===== config.mk =====
export PLATFORM = sky130hd
export DESIGN_NAME = result_bus_arbiter
export DESIGN_NICKNAME = d
export VERILOG_FILES = /design/src/rtl/rba_pkg.sv /design/src/rtl/rba_pipe.sv /design/src/rtl/rba_wb_sel.sv /design/src/rtl/result_bus_arbiter.sv
export SDC_FILE = /design/constraint.sdc
export NUM_CORES = 1
export LEC_CHECK = 0
export ABC_AREA = 1
export BUFFER_PORTS_ARGS = -buffer_cell sky130_fd_sc_hd__buf_2
export CAP_MARGIN = 20
export CORE_MARGIN = 2
export CORE_UTILIZATION = 50
export CTS_CLUSTER_SIZE = 40
export DETAILED_ROUTE_END_ITERATION = 10
export PLACE_DENSITY = 0.77
export SYNTH_ARGS = -nofsm -noshare
export SYNTH_HDL_FRONTEND = slang
export SYNTH_HIERARCHICAL = 1
export SYNTH_SLANG_ARGS = --single-unit

===== constraint.sdc =====
create_clock -name clk -period 5.6 [get_ports clk]
set_clock_uncertainty 0.2 [all_clocks]
set_input_delay 1.4 -clock clk [delete_from_list [all_inputs] [get_ports clk]]
set_output_delay 1.4 -clock clk [all_outputs]
set_load 0.01 [all_outputs]

===== src/rtl/rba_pkg.sv =====
// Shared definitions for the result bus arbiter.
// Assumes: one add and one multiply pipeline share a single write-back bus.
package rba_pkg;
    localparam int DEF_TAG_W  = 4;
    localparam int DEF_DATA_W = 32;

    // Which unit owns the bus in a given cycle.
    typedef enum logic {
        SRC_ADD = 1'b0,
        SRC_MUL = 1'b1
    } wb_src_e;
endpackage


===== src/rtl/rba_pipe.sv =====
// Fixed-depth pipeline of valid/tag/data stages used for one functional unit.
// Moves all stages forward one step when 'advance' is high and holds every stage
// otherwise. The caller gates in_valid with its own issue acceptance.
// Assumes DEPTH >= 1.
module rba_pipe #(
    parameter int DEPTH  = 3,
    parameter int TAG_W  = 4,
    parameter int DATA_W = 32
) (
    input  logic              clk,
    input  logic              rst_n,
    input  logic              advance,
    input  logic              in_valid,
    input  logic [TAG_W-1:0]  in_tag,
    input  logic [DATA_W-1:0] in_data,
    output logic              out_valid,
    output logic [TAG_W-1:0]  out_tag,
    output logic [DATA_W-1:0] out_data
);
    localparam int LAST = DEPTH - 1;

    logic [DEPTH-1:0]  vld_q;
    logic [TAG_W-1:0]  tag_q  [DEPTH];
    logic [DATA_W-1:0] data_q [DEPTH];

    // Valid bits: cleared by reset, shift forward on advance.
    always_ff @(posedge clk) begin
        if (!rst_n) begin
            vld_q <= '0;
        end else if (advance) begin
            vld_q[0] <= in_valid;
            for (int s = 1; s < DEPTH; s++) begin
                vld_q[s] <= vld_q[s-1];
            end
        end
    end

    // Payload: tag and data move in step with the valid bits and need no reset.
    always_ff @(posedge clk) begin
        if (advance) begin
            tag_q[0]  <= in_tag;
            data_q[0] <= in_data;
            for (int s = 1; s < DEPTH; s++) begin
                tag_q[s]  <= tag_q[s-1];
                data_q[s] <= data_q[s-1];
            end
        end
    end

    // The last stage is the result offered to the bus.
    assign out_valid = vld_q[LAST];
    assign out_tag   = tag_q[LAST];
    assign out_data  = data_q[LAST];
endmodule


===== src/rtl/rba_wb_sel.sv =====
// Write-back selector: gives the shared bus to the multiplier whenever it has a
// finished result, and otherwise to the adder. Raises add_hold when the adder's
// finished result has to wait.
// Assumes both inputs come straight from the final pipeline stages.
module rba_wb_sel
    import rba_pkg::*;
#(
    parameter int TAG_W  = 4,
    parameter int DATA_W = 32
) (
    input  logic              add_valid,
    input  logic [TAG_W-1:0]  add_tag,
    input  logic [DATA_W-1:0] add_data,
    input  logic              mul_valid,
    input  logic [TAG_W-1:0]  mul_tag,
    input  logic [DATA_W-1:0] mul_data,
    output logic              bus_valid,
    output logic [TAG_W-1:0]  bus_tag,
    output logic [DATA_W-1:0] bus_data,
    output wb_src_e           bus_src,
    output logic              add_hold
);
    // Fixed priority: the multiplier cannot stall, so it always wins.
    always_comb begin
        bus_valid = 1'b0;
        bus_tag   = '0;
        bus_data  = '0;
        bus_src   = SRC_ADD;
        if (mul_valid) begin
            bus_valid = 1'b1;
            bus_tag   = mul_tag;
            bus_data  = mul_data;
            bus_src   = SRC_MUL;
        end else if (add_valid) begin
            bus_valid = 1'b1;
            bus_tag   = add_tag;
            bus_data  = add_data;
        end
    end

    // The adder waits only when both units finish in the same cycle.
    assign add_hold = add_valid & mul_valid;
endmodule


===== src/rtl/result_bus_arbiter.sv =====
// Shares one result bus between a 3-stage add pipeline and a 4-stage multiply
// pipeline. On a same-cycle completion the multiply result is driven. The whole
// add pipeline freezes, and add issue is refused until the bus frees up.
// Assumes the issue logic honours add_issue_ready; multiply issue has no handshake.
module result_bus_arbiter
    import rba_pkg::*;
#(
    parameter int ADD_LAT = 3,
    parameter int MUL_LAT = 4,
    parameter int TAG_W   = DEF_TAG_W,
    parameter int DATA_W  = DEF_DATA_W
) (
    input  logic              clk,
    input  logic              rst_n,
    input  logic              add_issue_valid,
    input  logic [TAG_W-1:0]  add_issue_tag,
    input  logic [DATA_W-1:0] add_issue_data,
    output logic              add_issue_ready,
    input  logic              mul_issue_valid,
    input  logic [TAG_W-1:0]  mul_issue_tag,
    input  logic [DATA_W-1:0] mul_issue_data,
    output logic              result_valid,
    output logic [TAG_W-1:0]  result_tag,
    output logic [DATA_W-1:0] result_data,
    output logic              result_from_mul,
    output logic              add_stall
);
    logic              add_last_valid;
    logic [TAG_W-1:0]  add_last_tag;
    logic [DATA_W-1:0] add_last_data;
    logic              mul_last_valid;
    logic [TAG_W-1:0]  mul_last_tag;
    logic [DATA_W-1:0] mul_last_data;
    logic              add_hold;
    wb_src_e           bus_src;

    // Adder path: advances unless its finished result is being held.
    rba_pipe #(
        .DEPTH  (ADD_LAT),
        .TAG_W  (TAG_W),
        .DATA_W (DATA_W)
    ) u_add_pipe (
        .clk       (clk),
        .rst_n     (rst_n),
        .advance   (!add_hold),
        .in_valid  (add_issue_valid && !add_hold),
        .in_tag    (add_issue_tag),
        .in_data   (add_issue_data),
        .out_valid (add_last_valid),
        .out_tag   (add_last_tag),
        .out_data  (add_last_data)
    );

    // Multiplier path: always advances.
    rba_pipe #(
        .DEPTH  (MUL_LAT),
        .TAG_W  (TAG_W),
        .DATA_W (DATA_W)
    ) u_mul_pipe (
        .clk       (clk),
        .rst_n     (rst_n),
        .advance   (1'b1),
        .in_valid  (mul_issue_valid),
        .in_tag    (mul_issue_tag),
        .in_data   (mul_issue_data),
        .out_valid (mul_last_valid),
        .out_tag   (mul_last_tag),
        .out_data  (mul_last_data)
    );

    // Bus ownership and the adder hold decision.
    rba_wb_sel #(
        .TAG_W  (TAG_W),
        .DATA_W (DATA_W)
    ) u_sel (
        .add_valid (add_last_valid),
        .add_tag   (add_last_tag),
        .add_data  (add_last_data),
        .mul_valid (mul_last_valid),
        .mul_tag   (mul_last_tag),
        .mul_data  (mul_last_data),
        .bus_valid (result_valid),
        .bus_tag   (result_tag),
        .bus_data  (result_data),
        .bus_src   (bus_src),
        .add_hold  (add_hold)
    );

    // Outward status toward issue and write-back.
    assign result_from_mul = (bus_src == SRC_MUL);
    assign add_stall       = add_hold;
    assign add_issue_ready = !add_hold;
endmodule


Word level (Yosys, flattened, before mapping)
Memory sizes are Yosys's and may differ from the RTL's.
Cells that the tools add are included.
{"block": "classes", "n_mux": 8, "n_bitwise": 1, "reduce_logical": 2}
{"op": "$mux 32", "n": 2}
{"op": "$mux 4", "n": 2}
{"op": "$mux 1", "n": 4}
{"op": "$and 1x1->1", "n": 1}
{"op": "$logic_and 1x1->1", "n": 1}
{"op": "$logic_not 1->1", "n": 1}
{"block": "word_totals", "mem_count": 4, "out_inout_bits": 40, "ff_bits": 7, "wordCells": 17, "in_bits": 76, "ramBits": 252}
{"memory": "u_mul_pipe.data_q", "words": 4, "width": 32, "read_ports": 4, "rd_ports_with_merged_regs": 0, "wr": 4, "line_no": "rba_pipe.sv:24", "rtl": "logic [DATA_W-1:0] data_q [DEPTH];"}
{"memory": "u_add_pipe.data_q", "words": 3, "width": 32, "read_ports": 3, "rd_ports_with_merged_regs": 0, "wr": 3, "line_no": "rba_pipe.sv:24"}
{"memory": "u_mul_pipe.tag_q", "words": 4, "width": 4, "read_ports": 4, "rd_ports_with_merged_regs": 0, "wr": 4, "line_no": "rba_pipe.sv:23", "rtl": "logic [TAG_W-1:0] tag_q [DEPTH];"}
{"memory": "u_add_pipe.tag_q", "words": 3, "width": 4, "read_ports": 3, "rd_ports_with_merged_regs": 0, "wr": 3, "line_no": "rba_pipe.sv:23"}

Logic depth before layout (Yosys ltp)
Gate-level depths: netlist of run 1.
{"block": "depth", "ltp_word": 3, "ltp_mapped": 9}

By module
The synthesis of run 1 kept the hierarchy.
{"module": "rba_pipe (u_mul_pipe)", "cells_per_inst": 169, "seq_area_each_um2": 4404.2, "area_each_um2": 4490.6, "instances": 1}
{"module": "rba_pipe (u_add_pipe)", "cells_per_inst": 162, "seq_area_each_um2": 3303.2, "area_each_um2": 3629.7, "instances": 1}
{"module": "rba_wb_sel", "cells_per_inst": 124, "seq_area_each_um2": 0.0, "area_each_um2": 553.0, "instances": 1}
{"module": "result_bus_arbiter", "cells_per_inst": 4, "seq_area_each_um2": 0.0, "area_each_um2": 17.5, "instances": 1}

Least setup slack after synthesis of run 1
No wires, ideal clock.
{"block": "synth_path", "kind": "register to output", "startpoint": "register u_add_pipe.vld_q[2]", "endpoint": "output add_issue_ready", "t_arrival_ps": 2997, "path_slack_ps": 1003, "n_path_buf": 2, "required_time_ps": 4000, "stages_incl_launch_ff": 6, "path_cell_list": "dfxtp_1 > buf_4 > buf_4 > nand2_1 > inv_1 > inv_1"}
{"block": "synth_between", "elab_chain_len": 2}
{"item": "start: declaration", "line_no": "rba_pipe.sv:22", "rtl": "logic [DEPTH-1:0] vld_q;"}
{"item": "start signal: indexed assignment", "line_no": "rba_pipe.sv:33", "rtl": "vld_q[s] <= vld_q[s-1];"}
{"item": "$and 1x1->1", "line_no": "rba_wb_sel.sv:42", "rtl": "assign add_hold = add_valid & mul_valid;"}
{"item": "via add_stall", "line_no": "result_bus_arbiter.sv:26", "rtl": "output logic add_stall"}
{"item": "$logic_not 1->1", "line_no": "result_bus_arbiter.sv:92", "rtl": "assign add_issue_ready = !add_hold;"}
{"item": "end: declaration", "line_no": "result_bus_arbiter.sv:18", "rtl": "output logic add_issue_ready,"}
The timed path passes the listed nets, and every way through them passes these cells.

Worst setup path after layout of run 1
{"block": "layout_path", "startpoint": "register u_mul_pipe.vld_q[3]", "endpoint": "output result_tag[0]"}
{"block": "layout_between", "elab_chain_len": 1}
{"item": "start: declaration", "line_no": "rba_pipe.sv:22"}
{"item": "start signal: indexed assignment", "line_no": "rba_pipe.sv:33"}
{"item": "$mux 4", "line_no": "rba_wb_sel.sv:29", "rtl": "if (mul_valid) begin"}
{"item": "end: declaration", "line_no": "result_bus_arbiter.sv:23", "rtl": "output logic [TAG_W-1:0] result_tag,"}
Every way passes these cells.

==> results by group, run 1 <==
Timing
  • Worst Max-Slew Pin Slew: 1.05 ns
  • Headroom to the max-slew limit: 30.0%
  • Number of setup violations in the final report: 0
  • Final number of max-transition violations: 0
  • Highest Clock Rate: 253 MHz
  • Summed negative setup slack over all endpoints: 0 ns
  • Tcrit/Tclk final: 70.5%
  • Unrepaired setup endpoints after global routing: no
  • Fin. Hold Viols: 0
  • Final period demand of the worst path: 3.95 ns

Run status
  • Status: completed

Floorplan
  • Die H: 136 um
  • Number of placed I/O pins: 116
  • Initial core utilization: 50.8%
  • Floorplan die area: 18500 um^2
  • Cell Rows: 48
  • Core footprint: 17100 um^2
  • Floorplan die width: 136 um

Layout
  • Total Nets Final: 773
  • Fraction of the core area covered by cells at the end of the flow: 61.2%
  • Final std cells w/o fill: 938
  • Proportion of layout cells with a drive suffix above 1: 21.8%
  • Area growth syn-to-layout: 20.4%

Clocking
  • Clock-pin transition on the worst setup and hold timing paths: 0.06 ns
  • Clock latency on the worst-skew pair: 0.50 ns
  • Resize count post-CTS: 0
  • Maximum buffer depth of the clock tree: 3
  • Root Buffer: sky130_fd_sc_hd__clkbuf_16
  • TritonCTS clock tree: yes
  • Total number of H-tree levels: 1
  • Post-CTS setup buffer count: 0
  • Clk sink count: 259
  • TritonCTS Buffers: 25
  • Number of buffers inserted by hold repair at cts: 0

Placed design
  • Cell count after placement: 895
  • IO buf count: 115
  • Routability congestion estimate: 0.714
  • HPWL after DPL: 7.48 mm

Yosys
  • Synth warnings: 6
  • Average footprint of a synthesized cell: 18.9 um^2
  • Mapped Area: 8690 um^2
  • Synthesis-stage register bit count: 259
  • Post-Syn Instances: 459
  • Netlist cell types: 13
  • Proportion of synthesized chip area in sequential cells: 88.7%

Worst setup path
  • Arrival time at the worst endpoint: 2.35 ns
  • Type of origin of the critical path: register
  • Reg2reg setup slack: 2.83 ns
  • CP Class: register to primary output
  • Start point of the critical path: u_mul_pipe/vld_q[3]
  • Reg2Reg Launch Point: u_mul_pipe/vld_q[3]
  • Required time of the worst setup path: 4.00 ns
  • Critical path peak fanout: 41
  • Destination of the critical timing path: result_tag[0]
  • FF-to-FF path depth: 4
  • Worst reg2reg endpoint: u_add_pipe/data_q[0][75]
  • Critical Path Sink Type: primary output

Route
  • Routed vias: 3927
  • Drt via density: 4.19
  • DRC violation count after routing: 0
  • Detailed router's first-iteration violation count: 254
  • Final Routed Wirelength: 11.9 mm
  • Antenna-violating nets left: 0
  • Average wire per cell in the routed design: 12.6 um
  • DRT Pass-1 Iters: 5

Flow run
  • Max-cap check violation count: 0

Global routing
  • Total global-route track usage: 13.2%
  • Maximum number of pins on one net before global-route repair: 80
  • Overflow left after global routing: 0
  • Global-route wire length before repair: 18.7 mm
  • Via count of the first global-routing pass: 4026
  • Antenna violations before repair: 1

Hold path
  • Hold crit path type: register to register

Pwr
  • Worst vdd ir: 0.247 mV
  • Leakage Power: 0.00437 uW
  • Cell Pwr Density: 372 nW/um^2
-- report_power, final --
part | switching [uW] | leakage (uW) | total [uW] | internal [uW]
Clock | 628 | 0.000359 | 1490 | 857
Combinational | 63.5 | 0.00140 | 102 | 38.9
Sequential | 39.3 | 0.00261 | 2300 | 2260
Total | 731 | 0.00437 | 3890 | 3160
-- kinds of logic (layout without fill, tap and decap cells) --
| logic type | after synthesis | count (layout) | synth area share, % |
|---|---|---|---|
| buffers and inverters | 60 | 169 | 4.69 |
| flip-flops | 259 | 259 | 88.7 |
| other | 1 | 146 | 0.0431 |
| AND/OR/NAND/NOR | 139 | 139 | 6.58 |
-- metal layers --
layer / GRT usage (%) / wire [um]
met1: 15.4 / 4600
met2: 22.8 / 6000
met3: 3.54 / 867
met4: 6.19 / 377
met5: 0 / 0
-- synth_stat cells --
cell type                  number  share of area [%]
sky130_fd_sc_hd__edfxtp_1     252                 87
sky130_fd_sc_hd__nand2_1       87                3.8
sky130_fd_sc_hd__buf_4         41                3.5
sky130_fd_sc_hd__nand3_1       36                2.1
sky130_fd_sc_hd__nor2_1        14               0.60
sky130_fd_sc_hd__inv_1         10               0.43
sky130_fd_sc_hd__dfxtp_1        7                1.6
sky130_fd_sc_hd__buf_2          5               0.29
sky130_fd_sc_hd__buf_6          3               0.39
sky130_fd_sc_hd__conb_1         1              0.043
sky130_fd_sc_hd__inv_2          1              0.043
sky130_fd_sc_hd__nor2_2         1              0.072
sky130_fd_sc_hd__or2_2          1              0.072
-- cell usage in the layout (no fill, tap or decap), types with 2 or more instances in the layout --
master	Yosys	routed
sky130_fd_sc_hd__edfxtp_1	252	252
sky130_fd_sc_hd__clkinv_2	0	5
sky130_fd_sc_hd__nand3_1	36	36
sky130_fd_sc_hd__dfxtp_1	7	5
sky130_fd_sc_hd__clkbuf_16	0	25
sky130_fd_sc_hd__clkbuf_1	0	3
sky130_fd_sc_hd__dfxtp_2	0	2
sky130_fd_sc_hd__clkinv_1	0	6
sky130_fd_sc_hd__nand2_1	87	87
sky130_fd_sc_hd__nor2_1	14	14
sky130_fd_sc_hd__inv_1	10	9
sky130_fd_sc_hd__conb_1	1	145
sky130_fd_sc_hd__buf_2	5	115
-- area by class of cell --
cell class,count,area [um^2]
clock inverters,14,93.8
multi-input cells,284,1120
clock buffers,28,637
repair buffers,116,583
well taps,225,282
inverters,11,43.8
fillers,1251,6650
diodes,1,2.50
flip-flops and latches,259,7710
-- through the flow --
step	area (um^2)	total power (uW)	setup slack [ns]	hold slack, ns
after CTS	10500	3940	1.58	0.212
final	10500	3890	1.65	0.211
after global placement	9730	2430	2.22	0.201
after global routing	10500	4040	1.42	0.214
after floorplan	9230	2410	1.00	0.200
after detailed placement	9730	2450	2.15	0.205
-- worst max-delay path, stage by stage, from the launching register on --
cell,delay [ns]
sky130_fd_sc_hd__dfxtp_2,0.86
sky130_fd_sc_hd__inv_2,0.53
sky130_fd_sc_hd__nand3_1,0.20
sky130_fd_sc_hd__nand2_1,0.08
sky130_fd_sc_hd__buf_2,0.14
-- how the worst min path moves through the flow --
stage,from,end,cells after the start,slack [ns]
2_1_floorplan,u_add_pipe/data_q[0][0],u_add_pipe/data_q[0][32],0,0.20
3_3_place_gp,u_mul_pipe/data_q[0][20],u_mul_pipe/data_q[1][20],0,0.20
3_5_place_dp,u_add_pipe/data_q[0][7],u_add_pipe/data_q[0][39],0,0.20
4_1_cts,u_mul_pipe/data_q[2][18],u_mul_pipe/data_q[3][18],0,0.21
5_1_grt,u_mul_pipe/data_q[2][18],u_mul_pipe/data_q[3][18],0,0.21
6_report,u_mul_pipe/data_q[2][18],u_mul_pipe/data_q[3][18],0,0.21
-- flip-flops by register name, summed over array words and instances (netlist names) --
| signal | count |
|---|---|
| u_mul_pipe/data_q | 128 |
| u_add_pipe/vld_q | 3 |
| u_mul_pipe/vld_q | 4 |
| u_mul_pipe/tag_q | 16 |
| u_add_pipe/data_q | 96 |
| u_add_pipe/tag_q | 12 |
Power figures use the tool's default switching activity.
==> inputs of run 2 (changes only) <==
PLACE_DENSITY = 0.79   (was 0.77)
clock period = 3.27 ns   (was 5.6 ns; I/O delays follow)
==> run 2 against run 1 <==
Clock power up 72%. Routed wire length up 10%. Highest routed layer unchanged. Sequential share of layout area down 0.25 points. Clock-buffer cell count up 1. Largest power group unchanged. Design area up 0.35%. Sequential power up 71%. Register-to-register slack worse by 1.8 ns. Sequential cell count unchanged. Combinational power up 83%. Non-clock buffer count up 2. Via count up 2.1%. Critical endpoint is now result_data[3].
==> results by group, run 2 (synthesis results as in run 1) <==
Route
  • Antenna-violating nets left: 0
  • DRC violation count after routing: 0
  • Detailed router's first-iteration violation count: 190
  • DRT Pass-1 Iters: 5
  • Routed vias: 4011
  • Final Routed Wirelength: 13.1 mm
  • Drt via density: 4.26
  • Average wire per cell in the routed design: 13.9 um

Pwr
  • Portion of total power attributed to combinational logic: 2.8%
  • NetSw: 1280 uW
  • Worst vdd ir: 0.524 mV
  • Part of the total power dissipated in the clock network: 38.4%
  • Leakage Power: 0.00438 uW
  • Cell Pwr Density: 638 nW/um^2
  • Sw frac: 19.1%
  • Sequential share of power: 58.8%
  • Cell-internal power: 5420 uW

Clocking
  • Clk sink count: 259
  • Clock-pin transition on the worst setup and hold timing paths: 0.06 ns
  • Number of buffers inserted by hold repair at cts: 0
  • Post-CTS setup buffer count: 0
  • TritonCTS clock tree: yes
  • Resize count post-CTS: 0
  • Clock latency on the worst-skew pair: 0.50 ns
  • Total number of H-tree levels: 1
  • Root Buffer: sky130_fd_sc_hd__clkbuf_16
  • Maximum buffer depth of the clock tree: 3
  • TritonCTS Buffers: 25

Worst setup path
  • Cell at the slowest stage of the critical path: sky130_fd_sc_hd__inv_2
  • Arrival time at the worst endpoint: 2.03 ns
  • CP Class: register to primary output
  • CP bufs+invs: 2
  • Kind of cell adding the most delay to the critical path: buffers and inverters
  • Required time of the worst setup path: 2.25 ns
  • Delay contributed by the slowest stage of the critical path: 0.62 ns
  • Critical path peak fanout: 36
  • Critical Path Sink Type: primary output
  • Chain of cells forming the critical path: inv_2 > nand3_1 > nand2_1 > buf_2
  • Type of origin of the critical path: register

Timing
  • Unrepaired setup endpoints after global routing: no
  • Highest Clock Rate: 328 MHz
  • Worst Max-Slew Pin Slew: 0.758 ns
  • Headroom to the max-slew limit: 49.4%
  • Fin. Hold Viols: 0
  • Final period demand of the worst path: 3.05 ns
  • Final number of max-transition violations: 0
  • Number of setup violations in the final report: 0
  • Summed negative setup slack over all endpoints: 0 ns
  • Final worst-path setup slack: 0.222 ns
  • Tcrit/Tclk final: 93.2%

Placed design
  • Post-placement setup slack: 0.716 ns
  • HPWL after DPL: 8.34 mm
  • Routability congestion estimate: 0.715
  • IO buf count: 115
  • Instance area at placement: 9760 um^2

Floorplan
  • Floorplan die width: 136 um
  • Initial core utilization: 50.8%
  • Core footprint: 17100 um^2
  • Number of placed I/O pins: 116
  • Cell Rows: 48
  • Floorplan die area: 18500 um^2
  • Die H: 136 um

Layout
  • Proportion of layout cells with a drive suffix above 1: 21.9%
  • Area growth syn-to-layout: 20.9%
  • Number of filler instances in the final layout: 1248
  • Highest-count cells in the layout ignoring fill and taps: sky130_fd_sc_hd__edfxtp_1 (252), sky130_fd_sc_hd__conb_1 (145), sky130_fd_sc_hd__buf_2 (115)
  • Final Instance Area: 10500 um^2
  • Sequential cell area: 7710 um^2
  • Number of flip-flops under the largest register name: 128
  • Ant diodes: 0
  • Leading cell type in the layout, fill and taps excluded: sky130_fd_sc_hd__edfxtp_1
  • Total Nets Final: 775
  • Top reg by flops: u_mul_pipe/data_q
  • Area of combinational cells with multiple inputs: 1120 um^2
  • Leading registers by flop count: u_mul_pipe/data_q: 128 flops, u_add_pipe/data_q: 96 flops, u_mul_pipe/tag_q: 16 flops

Flow run
  • Max-cap check violation count: 0

Global routing
  • Maximum number of pins on one net before global-route repair: 115
  • Via count of the first global-routing pass: 4263
  • Global-route wire length before repair: 20.0 mm
  • Antenna violations before repair: 0
  • Overflow left after global routing: 0
  • Total global-route track usage: 14.3%

Run status
  • Status: completed

Hold path
  • Hold crit path type: register to register
-- run 2: cell types whose count changed in the layout (fill, tap and decap cells not counted), sizes merged --
cell	previous run	this run
clkbuf	28	29
inv	12	10
buf	116	118
clkinv	11	13
clkinvlp	1	3
diode	1	0
-- run 2: per-stage QoR --
| step | hold WS [ns] | utilization, % | power, uW | cells |
|---|---|---|---|---|
| 6_report | 0.212 | 61.4 | 6700 | 942 |
| 3_5_place_dp | 0.205 | 57.0 | 4200 | 897 |
| 3_3_place_gp | 0.200 | 57.0 | 4180 | 897 |
| 2_1_floorplan | 0.200 | - | 4120 | 603 |
| 5_1_grt | 0.213 | 61.4 | 6940 | 942 |
| 4_1_cts | 0.213 | 61.4 | 6770 | 942 |
-- run 2: final timing paths --
| kind | depth (start not counted) | startpoint | endpoint | slack, ns |
|---|---|---|---|---|
| min | 0 | u_mul_pipe/data_q[2][20] | u_mul_pipe/data_q[3][20] | 0.21 |
| max | 4 | u_mul_pipe/vld_q[3] | result_data[3] | 0.22 |
| min reg2reg | 0 | u_mul_pipe/data_q[2][20] | u_mul_pipe/data_q[3][20] | 0.21 |
| max reg2reg | 6 | u_add_pipe/vld_q[2] | u_add_pipe/vld_q[2] | 1.06 |
-- run 2: layout make-up --
class	instances	area share, %
Tap cell	225	2.68
Multi-Input combinational cell	284	10.6
Sequential cell	259	73.4
Timing Repair Buffer	118	5.81
Clock inverter	16	0.953
Clock buffer	29	6.10
Inverter	11	0.429
-- run 2: power groups by stage --
stage	Clock [uW]	Sequential, uW	Combinational [uW]
floorplan	0	3980	140
global placement	0	4000	177
detailed placement	0	4020	181
CTS	2640	3950	182
global route	2760	3960	213
finish	2570	3940	187
-- run 2: per-layer routing --
metal	vias to the layer above	part of all wire [%]	global-route usage, %
met4	0	1.7	4.57
met1	1919	39	17.1
met2	107	54	26.4
met5	-	0	0
li1	1965	-	-
met3	20	4.9	2.68
==> inputs of run 3 (changes only) <==
CORE_ASPECT_RATIO = 0.9   (was not set)
==> run 3 against run 2 <==
Global-route usage down 0.75 points. Power up 6.7%. Routed wire length down 6.0%. Via count down 0.72%. First-iteration DRC count down 1.6%. Design area up 1.6%. Sequential cell count unchanged. Final cell count up 1.4%. Combinational power up 3%. Fmax up 6.7%. Largest cell class unchanged. Setup slack better by 0.19 ns. Critical endpoint is now result_data[22]. Register-to-register slack better by 0.36 ns.
==> results by group, run 3 (synthesis results as in run 1) <==
Worst setup path
  • CP Class: register to primary output
  • FF-to-FF path depth: 4
  • Logic depth of the worst setup path including buffers: 4
  • Critical path peak fanout: 36
  • Start point of the critical path: u_mul_pipe/vld_q[3]
  • Type of origin of the critical path: register
  • Cell at the slowest stage of the critical path: sky130_fd_sc_hd__inv_2
  • Reg2Reg Launch Point: u_mul_pipe/vld_q[3]
  • Arrival time at the worst endpoint: 1.84 ns
  • Chain of cells forming the critical path: inv_2 > nand3_1 > nand2_1 > buf_2
  • Delay contributed by the slowest stage of the critical path: 0.54 ns
  • Kind of cell adding the most delay to the critical path: buffers and inverters
  • CP bufs+invs: 2
  • Critical Path Sink Type: primary output
  • Required time of the worst setup path: 2.25 ns

Timing
  • Unrepaired setup endpoints after global routing: no
  • Worst Max-Slew Pin Slew: 0.723 ns
  • Number of setup violations in the final report: 0
  • Highest Clock Rate: 350 MHz
  • Headroom to the max-slew limit: 51.7%
  • Final number of max-transition violations: 0
  • Final period demand of the worst path: 2.86 ns
  • Summed negative setup slack over all endpoints: 0 ns
  • Fin. Hold Viols: 0
  • Tcrit/Tclk final: 87.4%

Global routing
  • Global-route wire length before repair: 19.1 mm
  • Maximum number of pins on one net before global-route repair: 115
  • Overflow left after global routing: 0
  • Via count of the first global-routing pass: 3993
  • Antenna violations before repair: 1
  • Total global-route track usage: 13.6%

Clocking
  • Post-CTS setup buffer count: 0
  • Clock latency on the worst-skew pair: 0.51 ns
  • Number of buffers inserted by hold repair at cts: 0
  • TritonCTS Buffers: 26
  • TritonCTS clock tree: yes
  • Clk sink count: 259
  • Maximum buffer depth of the clock tree: 3
  • Root Buffer: sky130_fd_sc_hd__clkbuf_16
  • Total number of H-tree levels: 1
  • Clock-pin transition on the worst setup and hold timing paths: 0.06 ns
  • Resize count post-CTS: 0

Layout
  • Leading registers by flop count: u_mul_pipe/data_q: 128 flops, u_add_pipe/data_q: 96 flops, u_mul_pipe/tag_q: 16 flops
  • Leading cell type in the layout, fill and taps excluded: sky130_fd_sc_hd__edfxtp_1
  • Fraction of the core area covered by cells at the end of the flow: 63.0%
  • Highest-count cells in the layout ignoring fill and taps: sky130_fd_sc_hd__edfxtp_1 (252), sky130_fd_sc_hd__conb_1 (145), sky130_fd_sc_hd__buf_2 (115)
  • Proportion of layout cells with a drive suffix above 1: 22.4%
  • Sequential cell area: 7710 um^2
  • Top reg by flops: u_mul_pipe/data_q
  • Total Nets Final: 776
  • Number of flip-flops under the largest register name: 128
  • Area growth syn-to-layout: 22.8%
  • Final std cells w/o fill: 955
  • Area of combinational cells with multiple inputs: 1120 um^2
  • Number of filler instances in the final layout: 1251

Hold path
  • Hold path startpoint: u_mul_pipe/data_q[2][28]
  • Hold crit path type: register to register
  • Number of instances on the worst hold path: 0

Floorplan
  • Cell Rows: 45
  • Floorplan die width: 143 um
  • Number of placed I/O pins: 116
  • Initial core utilization: 51.3%
  • Floorplan die area: 18500 um^2
  • Die H: 129 um
  • Core footprint: 16900 um^2

Placed design
  • Routability congestion estimate: 0.707
  • HPWL after DPL: 7.63 mm
  • IO buf count: 115
  • Cell count after placement: 907

Route
  • Drt via density: 4.17
  • DRT Pass-1 Iters: 4
  • Detailed router's first-iteration violation count: 187
  • Routed vias: 3982
  • DRC violation count after routing: 0
  • Average wire per cell in the routed design: 12.9 um
  • Final Routed Wirelength: 12.3 mm
  • Antenna-violating nets left: 0

Pwr
  • Sw frac: 18.3%
  • Leakage Power: 0.00446 uW
  • Worst vdd ir: 0.589 mV
  • Cell Pwr Density: 670 nW/um^2
  • Sequential share of power: 55.0%
  • Portion of total power attributed to combinational logic: 2.7%
  • NetSw: 1310 uW
  • Pwr Total: 7150 uW
  • Cell-internal power: 5840 uW
  • Part of the total power dissipated in the clock network: 42.3%

Run status
  • Status: completed

Flow run
  • Max-cap check violation count: 0
[run 3: final timing paths]
| path | endpoint | slack, ns |
|---|---|---|
| worst max-delay path | result_data[22] | 0.41 |
| worst min-delay path | u_mul_pipe/data_q[3][28] | 0.21 |
| worst max register to register | u_add_pipe/tag_q[0][7] | 1.42 |
| worst min register to register | u_mul_pipe/data_q[3][28] | 0.21 |
[run 3: metal layers]
metal  track usage, %  up-vias  wire length, um
met5                0        -                0
met4             4.78        0              258
met3             4.40       22              905
met2             22.8      112             6050
met1             16.8     1876             5070
li1                 -     1972                -
[run 3: power by group through the flow]
stage | Combinational, uW | Clock, uW | Sequential, uW
after floorplan | 140 | 0 | 3980
after global placement | 183 | 0 | 3990
after detailed placement | 188 | 0 | 4010
after CTS | 189 | 3110 | 3940
after global routing | 221 | 3240 | 3950
final | 193 | 3030 | 3930
[run 3: metrics by stage]
stage | hold slack (ns) | instance area [um^2] | worst slack (ns)
after global placement | 0.200 | 9780 | 1.03
after detailed placement | 0.205 | 9780 | 0.952
after CTS | 0.213 | 10700 | 0.399
after global routing | 0.214 | 10700 | 0.305
after floorplan | 0.200 | 9240 | 0.0747
final | 0.213 | 10700 | 0.412
[run 3: area by class of cell]
type,instances,share of cell area [%]
sequential,259,72.3
timing repair buffer,118,5.72
antenna,1,0.0235
clock buffer,32,6.51
inverter,11,0.422
multi-input combinational,284,10.5
clock inverter,15,1.84
tap,235,2.76
[run 3: worst register-to-register path: stages, from the launching register on]
cell and delay, ns:
sky130_fd_sc_hd__dfxtp_2 0.36, sky130_fd_sc_hd__nand2_1 0.07, sky130_fd_sc_hd__inv_1 0.09, sky130_fd_sc_hd__clkinvlp_4 0.17, sky130_fd_sc_hd__buf_12 0.49
